===== src/rtl/rf_pkg.sv =====
package rf_pkg;
  localparam int unsigned RF_XLEN  = 64;
  localparam int unsigned RF_NREG  = 31;
  localparam int unsigned RF_NLVL  = 4;
  localparam int unsigned RF_ALIGN = 4;
  localparam int unsigned RF_LINK  = 30;
endpackage


===== src/rtl/rf_gpr_bank.sv =====
module rf_gpr_bank #(
  parameter int unsigned XLEN    = 64,
  parameter int unsigned NREG    = 31,
  parameter int unsigned LNK_IDX = 30,
  localparam int unsigned IDXW   = $clog2(NREG + 1)
) (
  input  logic            clk,
  input  logic            rst_n,
  input  logic            wr_en,
  input  logic [IDXW-1:0] wr_idx,
  input  logic [XLEN-1:0] wr_val,
  input  logic            lnk_en,
  input  logic [XLEN-1:0] lnk_val,
  input  logic [IDXW-1:0] rd_a_idx,
  input  logic [IDXW-1:0] rd_b_idx,
  output logic [XLEN-1:0] rd_a_val,
  output logic [XLEN-1:0] rd_b_val
);
  localparam logic [IDXW-1:0] LNK = IDXW'(LNK_IDX);

  logic [XLEN-1:0] mem [NREG];

  always_ff @(posedge clk) begin
    for (int i = 0; i < NREG; i++) begin
      if (lnk_en && LNK == IDXW'(i))
        mem[i] <= lnk_val;
      else if (wr_en && wr_idx == IDXW'(i))
        mem[i] <= wr_val;
    end
  end

  function automatic logic [XLEN-1:0] look(input logic [IDXW-1:0] idx);
    logic [XLEN-1:0] r;
    r = '0;
    if (idx < IDXW'(NREG)) begin
      if (lnk_en && idx == LNK)       r = lnk_val;
      else if (wr_en && idx == wr_idx) r = wr_val;
      else                             r = mem[idx];
    end
    return r;
  endfunction

  always_comb rd_a_val = look(rd_a_idx);
  always_comb rd_b_val = look(rd_b_idx);

  a_r8_link_lands: assert property (@(posedge clk) disable iff (!rst_n)
    lnk_en |=> mem[LNK] == $past(lnk_val));
  a_r9_bypass_a: assert property (@(posedge clk) disable iff (!rst_n)
    (wr_en && rd_a_idx == wr_idx && wr_idx < IDXW'(NREG) && !(lnk_en && wr_idx == LNK))
      |-> rd_a_val == wr_val);
  a_r1_write_lands: assert property (@(posedge clk) disable iff (!rst_n)
    (wr_en && wr_idx < IDXW'(NREG) && !(lnk_en && wr_idx == LNK))
      |=> mem[$past(wr_idx)] == $past(wr_val));
endmodule


===== src/rtl/rf_sp_bank.sv =====
module rf_sp_bank #(
  parameter int unsigned XLEN = 64,
  parameter int unsigned NLVL = 4,
  localparam int unsigned LVLW = $clog2(NLVL)
) (
  input  logic            clk,
  input  logic            rst_n,
  input  logic [LVLW-1:0] lvl,
  input  logic            sel,
  input  logic            wr_en,
  input  logic [XLEN-1:0] wr_val,
  output logic [XLEN-1:0] sp_val
);
  logic [XLEN-1:0] bank [NLVL];
  logic [LVLW-1:0] act;

  always_comb act = (sel && lvl != '0) ? lvl : '0;

  always_ff @(posedge clk) begin
    if (wr_en) bank[act] <= wr_val;
  end

  always_comb sp_val = wr_en ? wr_val : bank[act];

  a_r5_sp_lands: assert property (@(posedge clk) disable iff (!rst_n)
    wr_en |=> bank[$past(act)] == $past(wr_val));
  a_r6_lvl0_uses_base: assert property (@(posedge clk) disable iff (!rst_n)
    (lvl == '0 && !wr_en) |-> sp_val == bank[0]);
endmodule


===== src/rtl/rf_sp_align.sv =====
module rf_sp_align #(
  parameter int unsigned XLEN  = 64,
  parameter int unsigned ALIGN = 4
) (
  input  logic            clk,
  input  logic            rst_n,
  input  logic            chk_en,
  input  logic            sp_use,
  input  logic [XLEN-1:0] sp_val,
  output logic            fault
);
  always_comb fault = chk_en && sp_use && (sp_val[ALIGN-1:0] != '0);

  a_r7_quiet_when_off: assert property (@(posedge clk) disable iff (!rst_n)
    !chk_en |-> !fault);
  a_r7_aligned_no_fault: assert property (@(posedge clk) disable iff (!rst_n)
    (sp_val[ALIGN-1:0] == '0) |-> !fault);
endmodule


===== src/rtl/banked_int_rf.sv =====
module banked_int_rf #(
  parameter int unsigned XLEN  = rf_pkg::RF_XLEN,
  parameter int unsigned NREG  = rf_pkg::RF_NREG,
  parameter int unsigned NLVL  = rf_pkg::RF_NLVL,
  parameter int unsigned ALIGN = rf_pkg::RF_ALIGN,
  parameter int unsigned LINK  = rf_pkg::RF_LINK,
  localparam int unsigned IDXW = $clog2(NREG + 1),
  localparam int unsigned LVLW = $clog2(NLVL)
) (
  input  logic            clk,
  input  logic            rst_n,
  input  logic [LVLW-1:0] priv_lvl,
  input  logic            sp_sel,
  input  logic            align_chk_en,
  input  logic [IDXW-1:0] rd_a_idx,
  input  logic            rd_a_narrow,
  input  logic            rd_a_use_sp,
  output logic [XLEN-1:0] rd_a_data,
  input  logic [IDXW-1:0] rd_b_idx,
  input  logic            rd_b_narrow,
  output logic [XLEN-1:0] rd_b_data,
  input  logic            wr_en,
  input  logic [IDXW-1:0] wr_idx,
  input  logic            wr_narrow,
  input  logic            wr_use_sp,
  input  logic [XLEN-1:0] wr_data,
  input  logic            lnk_en,
  input  logic [XLEN-1:0] lnk_addr,
  output logic            sp_fault
);
  localparam int unsigned HALF = XLEN / 2;
  localparam logic [IDXW-1:0] ZR = IDXW'(NREG);

  logic [XLEN-1:0] wr_fmt, gpr_a, gpr_b, sp_val, a_raw;
  logic            sp_wr, gpr_wr, a_sp;

  always_comb begin
    wr_fmt = wr_narrow ? {{HALF{1'b0}}, wr_data[HALF-1:0]} : wr_data;
    sp_wr  = wr_en && wr_use_sp && wr_idx == ZR;
    gpr_wr = wr_en && !sp_wr;
    a_sp   = rd_a_use_sp && rd_a_idx == ZR;
  end

  rf_gpr_bank #(.XLEN(XLEN), .NREG(NREG), .LNK_IDX(LINK)) u_gpr (
    .clk(clk), .rst_n(rst_n),
    .wr_en(gpr_wr), .wr_idx(wr_idx), .wr_val(wr_fmt),
    .lnk_en(lnk_en), .lnk_val(lnk_addr),
    .rd_a_idx(rd_a_idx), .rd_b_idx(rd_b_idx),
    .rd_a_val(gpr_a), .rd_b_val(gpr_b)
  );

  rf_sp_bank #(.XLEN(XLEN), .NLVL(NLVL)) u_sp (
    .clk(clk), .rst_n(rst_n), .lvl(priv_lvl), .sel(sp_sel),
    .wr_en(sp_wr), .wr_val(wr_fmt), .sp_val(sp_val)
  );

  rf_sp_align #(.XLEN(XLEN), .ALIGN(ALIGN)) u_align (
    .clk(clk), .rst_n(rst_n), .chk_en(align_chk_en),
    .sp_use(a_sp), .sp_val(sp_val), .fault(sp_fault)
  );

  always_comb begin
    a_raw     = a_sp ? sp_val : gpr_a;
    rd_a_data = rd_a_narrow ? {{HALF{1'b0}}, a_raw[HALF-1:0]} : a_raw;
    rd_b_data = rd_b_narrow ? {{HALF{1'b0}}, gpr_b[HALF-1:0]} : gpr_b;
  end

  a_r4_port_b_zero: assert property (@(posedge clk) disable iff (!rst_n)
    (rd_b_idx == ZR) |-> rd_b_data == '0);
  a_r4_port_a_zero: assert property (@(posedge clk) disable iff (!rst_n)
    (rd_a_idx == ZR && !rd_a_use_sp) |-> rd_a_data == '0);
  a_r2_narrow_upper: assert property (@(posedge clk) disable iff (!rst_n)
    rd_a_narrow |-> rd_a_data[XLEN-1:HALF] == '0);
  a_r7_fault_only_sp: assert property (@(posedge clk) disable iff (!rst_n)
    !a_sp |-> !sp_fault);
endmodule


===== config.mk =====
export PLATFORM = sky130hd
export DESIGN_NAME = banked_int_rf
export DESIGN_NICKNAME = d
export VERILOG_FILES = /design/src/rtl/rf_pkg.sv /design/src/rtl/rf_gpr_bank.sv /design/src/rtl/rf_sp_bank.sv /design/src/rtl/rf_sp_align.sv /design/src/rtl/banked_int_rf.sv
export SDC_FILE = /design/constraint.sdc
export NUM_CORES = 2
export LEC_CHECK = 0
export BUFFER_PORTS_ARGS = -buffer_cell sky130_fd_sc_hd__buf_4
export CAP_MARGIN = 40
export CORE_AREA = 2 2 464 466
export DETAILED_ROUTE_END_ITERATION = 8
export DIE_AREA = 0 0 466 468
export GPL_ROUTABILITY_DRIVEN = 0
export PLACE_DENSITY = 0.66
export SLEW_MARGIN = 30
export SYNTH_ARGS = -nofsm -noshare
export SYNTH_HDL_FRONTEND = slang
export SYNTH_SLANG_ARGS = --single-unit

===== constraint.sdc =====
create_clock -name clk -period 12.2 [get_ports clk]
set_input_delay 2.44 -clock clk [delete_from_list [all_inputs] [get_ports clk]]
set_output_delay 2.44 -clock clk [all_outputs]
set_load 0.03 [all_outputs]

Word-level counts from Yosys, hierarchy flattened
Memory sizes are Yosys's and may differ from the RTL's.
Index checks and enable logic that the tools add are counted.
W data, S select, Z words.
{ "word_totals": {"reg_bits": 0, "ram_bits": 2240, "input_bits": 156, "n_memories": 2, "elab_cells": 283} }
{ "classes": {"n_eq_ne": 36, "magnitude_cmp": 2, "n_reduce_logical": 75, "bitwise_logic": 1, "muxes": 167} }
{ "mem_list": {"columns": ["memory", "depth", "width", "rd", "rd_ports_with_merged_regs", "wr", "line", "source"], "rows": [
  ["u_gpr.mem", 31, 64, 2, 0, 2, "rf_gpr_bank.sv:21", "logic [XLEN-1:0] mem [NREG];"],
  ["u_sp.bank", 4, 64, 1, 0, 1, "rf_sp_bank.sv:14", "logic [XLEN-1:0] bank [NLVL];"]
]} }
{ "ops": {"columns": ["op", "n"], "rows": [
  ["$mux W64", 41],
  ["$reduce_or A64 Y1", 29],
  ["$mux W5", 29],
  ["$mux W1", 96],
  ["$eq A5 B5 Y1 const B", 19],
  ["$logic_and A1 B1 Y1", 42],
  ["$eq A5 B4 Y1 const B", 8],
  ["$eq A5 B3 Y1 const B", 4],
  ["$eq A5 B2 Y1 const B", 2],
  ["$eq A5 B5 Y1", 2],
  ["$lt A5 B5 Y1 const B", 2],
  ["$eq A5 B1 Y1 const B", 1],
  ["$logic_not A5 Y1", 1],
  ["$reduce_bool A4 Y1", 1],
  ["$mux W2", 1],
  ["$reduce_bool A2 Y1", 1],
  ["$logic_not A1 Y1", 1],
  ["$or A1 B1 Y1", 1]
]} }

Depth between registers and ports, before layout
{ "depth": {"word_depth": 37, "ltp_mapped": 12} }

Cells and area by module
A second synthesis with hierarchy kept.
{ "unflattened": {"cells_unflattened": 6116, "hier_area_um2": 106962.6} }
{ "by_module_without_submodules": {"columns": ["module", "seq_area_each_um2", "area_per_inst_um2", "cells_each", "n_inst"], "rows": [
  ["rf_gpr_bank", 59577.1, 94675.8, 5180, 1],
  ["rf_sp_bank", 7687.4, 10618.9, 713, 1],
  ["banked_int_rf", 0.0, 1647.8, 220, 1],
  ["rf_sp_align", 0.0, 20.0, 3, 1]
]} }

Worst setup path after synthesis
OpenSTA, ideal clock, no wires.
{ "synth_path": {"path_type": "input to register", "start": "in wr_idx[4]", "end": "mem u_sp.bank[1][0], enable pin", "setup_slack_ps": 3572, "arrival_ps": 8064, "stages": 7, "path_cell_list": "buf_2 nand4_1 nor2_1 clkbuf_1 clkbuf_1 nand2_1 nor3_1"} }
{ "synth_between": {"elab_chain_cells": 4} }
{ "synth_rtl": {"columns": ["item", "line", "source"], "rows": [
  ["start, declared", "banked_int_rf.sv:23", "input logic [IDXW-1:0] wr_idx,"],
  ["$eq A5 B5 Y1", "banked_int_rf.sv:39", "sp_wr = wr_en && wr_use_sp && wr_idx == ZR;"],
  ["$logic_and A1 B1 Y1", "banked_int_rf.sv:39", null],
  ["$mux W1", "rf_sp_bank.sv:20", "if (wr_en) bank[act] <= wr_val;"],
  ["$mux W1 (implied by the code)", "rf_sp_bank.sv:20", null],
  ["end, declared", "rf_sp_bank.sv:14", null]
]} }
No other way between the ends.

Worst setup path in the final report
{ "layout_path": {"start": "in rd_a_idx[3]", "end": "out rd_a_data[58]"} }
{ "layout_between": {"elab_chain_cells": 7, "elab_cells_between_ends": 13} }
{ "layout_rtl": {"columns": ["item", "line", "source"], "rows": [
  ["start, declared", "banked_int_rf.sv:15", "input logic [IDXW-1:0] rd_a_idx,"],
  ["parallel branches: the longest is 5 deep, another holds $mem_v2 Z31 W64", null, null],
  ["$mux W64 (*)", "banked_int_rf.sv:63", "a_raw = a_sp ? sp_val : gpr_a;"],
  ["$mux W64 (*)", "banked_int_rf.sv:64", "rd_a_data = rd_a_narrow ? {{HALF{1'b0}}, a_raw[HALF-1:0]} : a_raw;"],
  ["end, declared", "banked_int_rf.sv:18", "output logic [XLEN-1:0] rd_a_data,"]
]} }
Mark *: on every way between the ends.

==> results.py <==
metrics = {
    "clock_network": {
        "cts_setup_buffers": 0,
        "htree_num_levels": 4,
        "clk_pin_slew_ps": 60,
        "cts_buffers": 234,
        "cts_hold_buf": 0,
        "clock_tree.root_cell": "clkbuf_16",
        "cts_resized": 0,
        "ctsLongestPathBuffers": 3,
        "cts.sinks": 2240,
        "cts_tree": "yes",
    },
    "layout": {
        "drive_above_1_share": 0.3292,
        "area_growth_pct": 13.77,
        "fin_nets": 6290,
        "fin_util": 0.5644,
        "final_cell_area_um2": 120400,
    },
    "synthesis": {
        "yosysTopAreaCellShare": 0.6355,
        "yosysSeqAreaShare": 0.6355,
        "ys_warn_count": 0,
        "syn-instance-count": 5830,
        "async_reset_ff_frac": 0,
        "synth_flop_cell": "edfxtp_1",
        "synth_top_area_cell": "edfxtp_1",
        "synth_fp_nets": 5986,
        "mappedNetlistArea_um2": 105800,
        "synth-seq-cells": 2240,
        "synthDistinctLibCells": 62,
        "synth_area_per_cell_um2": 18.15,
        "yosysMostFrequentCell": "edfxtp_1",
        "synthTopCellsByCount": "edfxtp_1 (2240), mux4_2 (995), mux2i_1 (321)",
        "synth-edff-count": 2240,
        "synth_area_leaders": "edfxtp_1 (64%), mux4_2 (21%), mux2i_1 (3.0%)",
    },
    "routing": {
        "vias_per_cell": 7.181,
        "wl_um": 360300,
        "wl_per_cell_um": 39.26,
        "antenna_left": 0,
        "drc": 0,
        "vias": 65890,
        "dr.pass1.iters": 7,
        "drt_iter0_markers": 10600,
    },
    "setup_path": {
        "crit_chain": "buf_8 -> nor2b_1 -> nand3_4 -> o31a_2 -> buf_4 -> nand3_2 -> nor2_1 -> a211oi_1 -> buf_4",
        "cpPeakStageDelay_ps": 770,
        "cp_common_cell": "buf_4",
        "worstPathMaxFanout": 53,
        "startpoint_type": "primary input",
        "cp_num_buf_inv": 3,
        "critical_path.top_delay_family": "simple AND/OR/NAND/NOR gates",
        "crit_path_end_kind": "output pin",
        "cp_slowest_cell": "a211oi_1",
        "critPathArrivalTime_ps": 6830,
        "cp_num_cells": 9,
        "critical_path_required_ps": 9760,
        "crit_type": "in -> out",
    },
    "global_routing": {
        "antenna_found_initial": 22,
        "grt_max_degree": 166,
        "grt_pass1_wl_um": 498800,
        "grtUsageTotal": 0.3278,
        "grt_pass1_vias": 64870,
        "overflow": 0,
    },
    "die": {
        "dieArea_um2": 218100,
        "die_w_um": 466,
        "die_h_um": 468,
        "coreArea_um2": 213300,
        "io_pins": 285,
        "row_count": 170,
        "start_util": 0.4961,
    },
    "placement": {
        "placed_area_um2": 112500,
        "hpwl_um": 211000,
        "portBuffers": 283,
    },
    "power": {
        "leakage_uw": 0.03737,
        "cellPowerDensity_nw_per_um2": 144.9,
        "peakVddDrop_mv": 0.1624,
    },
    "timing": {
        "fmax_mhz": 107.9,
        "final.period_utilization": 0.7600,
        "rsz0062_at_grt": "false",
        "relSlewSlack": 0.2834,
        "maxSlewViolCount": 0,
        "tns_ps": 0,
        "hold_viol_final": 0,
        "setup_viol": 0,
        "worst_pin_slew_ps": 1064,
        "period_needed_ps": 9272,
        "whs_ps": 1859,
    },
    "run": {
        "cap_viol_max_count": 0,
    },
    "worst_hold_path": {
        "worstHoldPathCells": 3,
        "hold_class": "in -> reg",
    },
    "outcome": {
        "outcome": "finished clean",
    },
}
## sequential cells by signal, summed over array words and instances, names as in the netlist
| name | count |
|---|---|
| u_sp.bank | 256 |
| u_gpr.mem | 1984 |
## routing by layer
| metal | GRT usage | routed length [um] | up-vias |
|---|---|---|---|
| met5 | 0 | 136 | - |
| met4 | 0.1673 | 21530 | 20 |
| li1 | - | - | 25330 |
| met1 | 0.4346 | 127300 | 34590 |
| met3 | 0.07444 | 42980 | 1030 |
| met2 | 0.5123 | 168400 | 4934 |
## placed cells by master (no fill, tap or decap), types with 114 or more instances in the layout
cell,instances
nor2_1,190
clkbuf_16,236
a211oi_1,122
mux2i_1,321
o21ai_0,244
a21oi_1,150
nand2_1,199
mux4_2,995
edfxtp_1,2240
o22ai_1,119
buf_4,455
mux2_2,114
## logic make-up after synthesis
| group | after synthesis | synth area share |
|---|---|---|
| flip-flops | 2240 | 0.6355 |
| multiplexers | 1430 | 0.2542 |
| AO/OA/AOI/OAI | 880 | 0.05379 |
| AND/OR/NAND/NOR | 740 | 0.03258 |
| buffers and inverters | 530 | 0.02309 |
| XOR/XNOR | 10 | 0.0008275 |
## where the power goes
part | leakage [uW] | internal, uW | switching, uW
Clock | 0.00366 | 4020 | 3070
Combinational | 0.0147 | 666 | 1070
Sequential | 0.0190 | 8570 | 43.2
Total | 0.0374 | 13300 | 4190
## area by class of cell
| cell class | count | area (um2) |
|---|---|---|
| fill | 16110 | 92920 |
| multi-input combinational | 3060 | 36610 |
| tap | 2838 | 3551 |
| clock buffer | 284 | 6086 |
| antenna | 8 | 20.02 |
| timing repair buffer | 551 | 5304 |
| inverter | 47 | 176.4 |
| clock inverter | 148 | 1413 |
| sequential | 2240 | 67260 |
## through the flow
stage,setup WS (ps),std cells,power [uW]
3_5_place_dp,2959,8717,10480
5_1_grt,2787,9171,17840
2_1_floorplan,3572,5830,9798
6_report,2928,9176,17450
3_3_place_gp,2392,8661,10430
4_1_cts,2966,9149,17450
## worst paths after layout
| kind | to | start | slack, ps |
|---|---|---|---|
| setup / recovery | rd_a_data[58] | rd_a_idx[3] | 2930 |
| hold / removal | u_gpr.mem[30][53] | lnk_addr[53] | 1860 |
(Power assumes the default switching activity.)
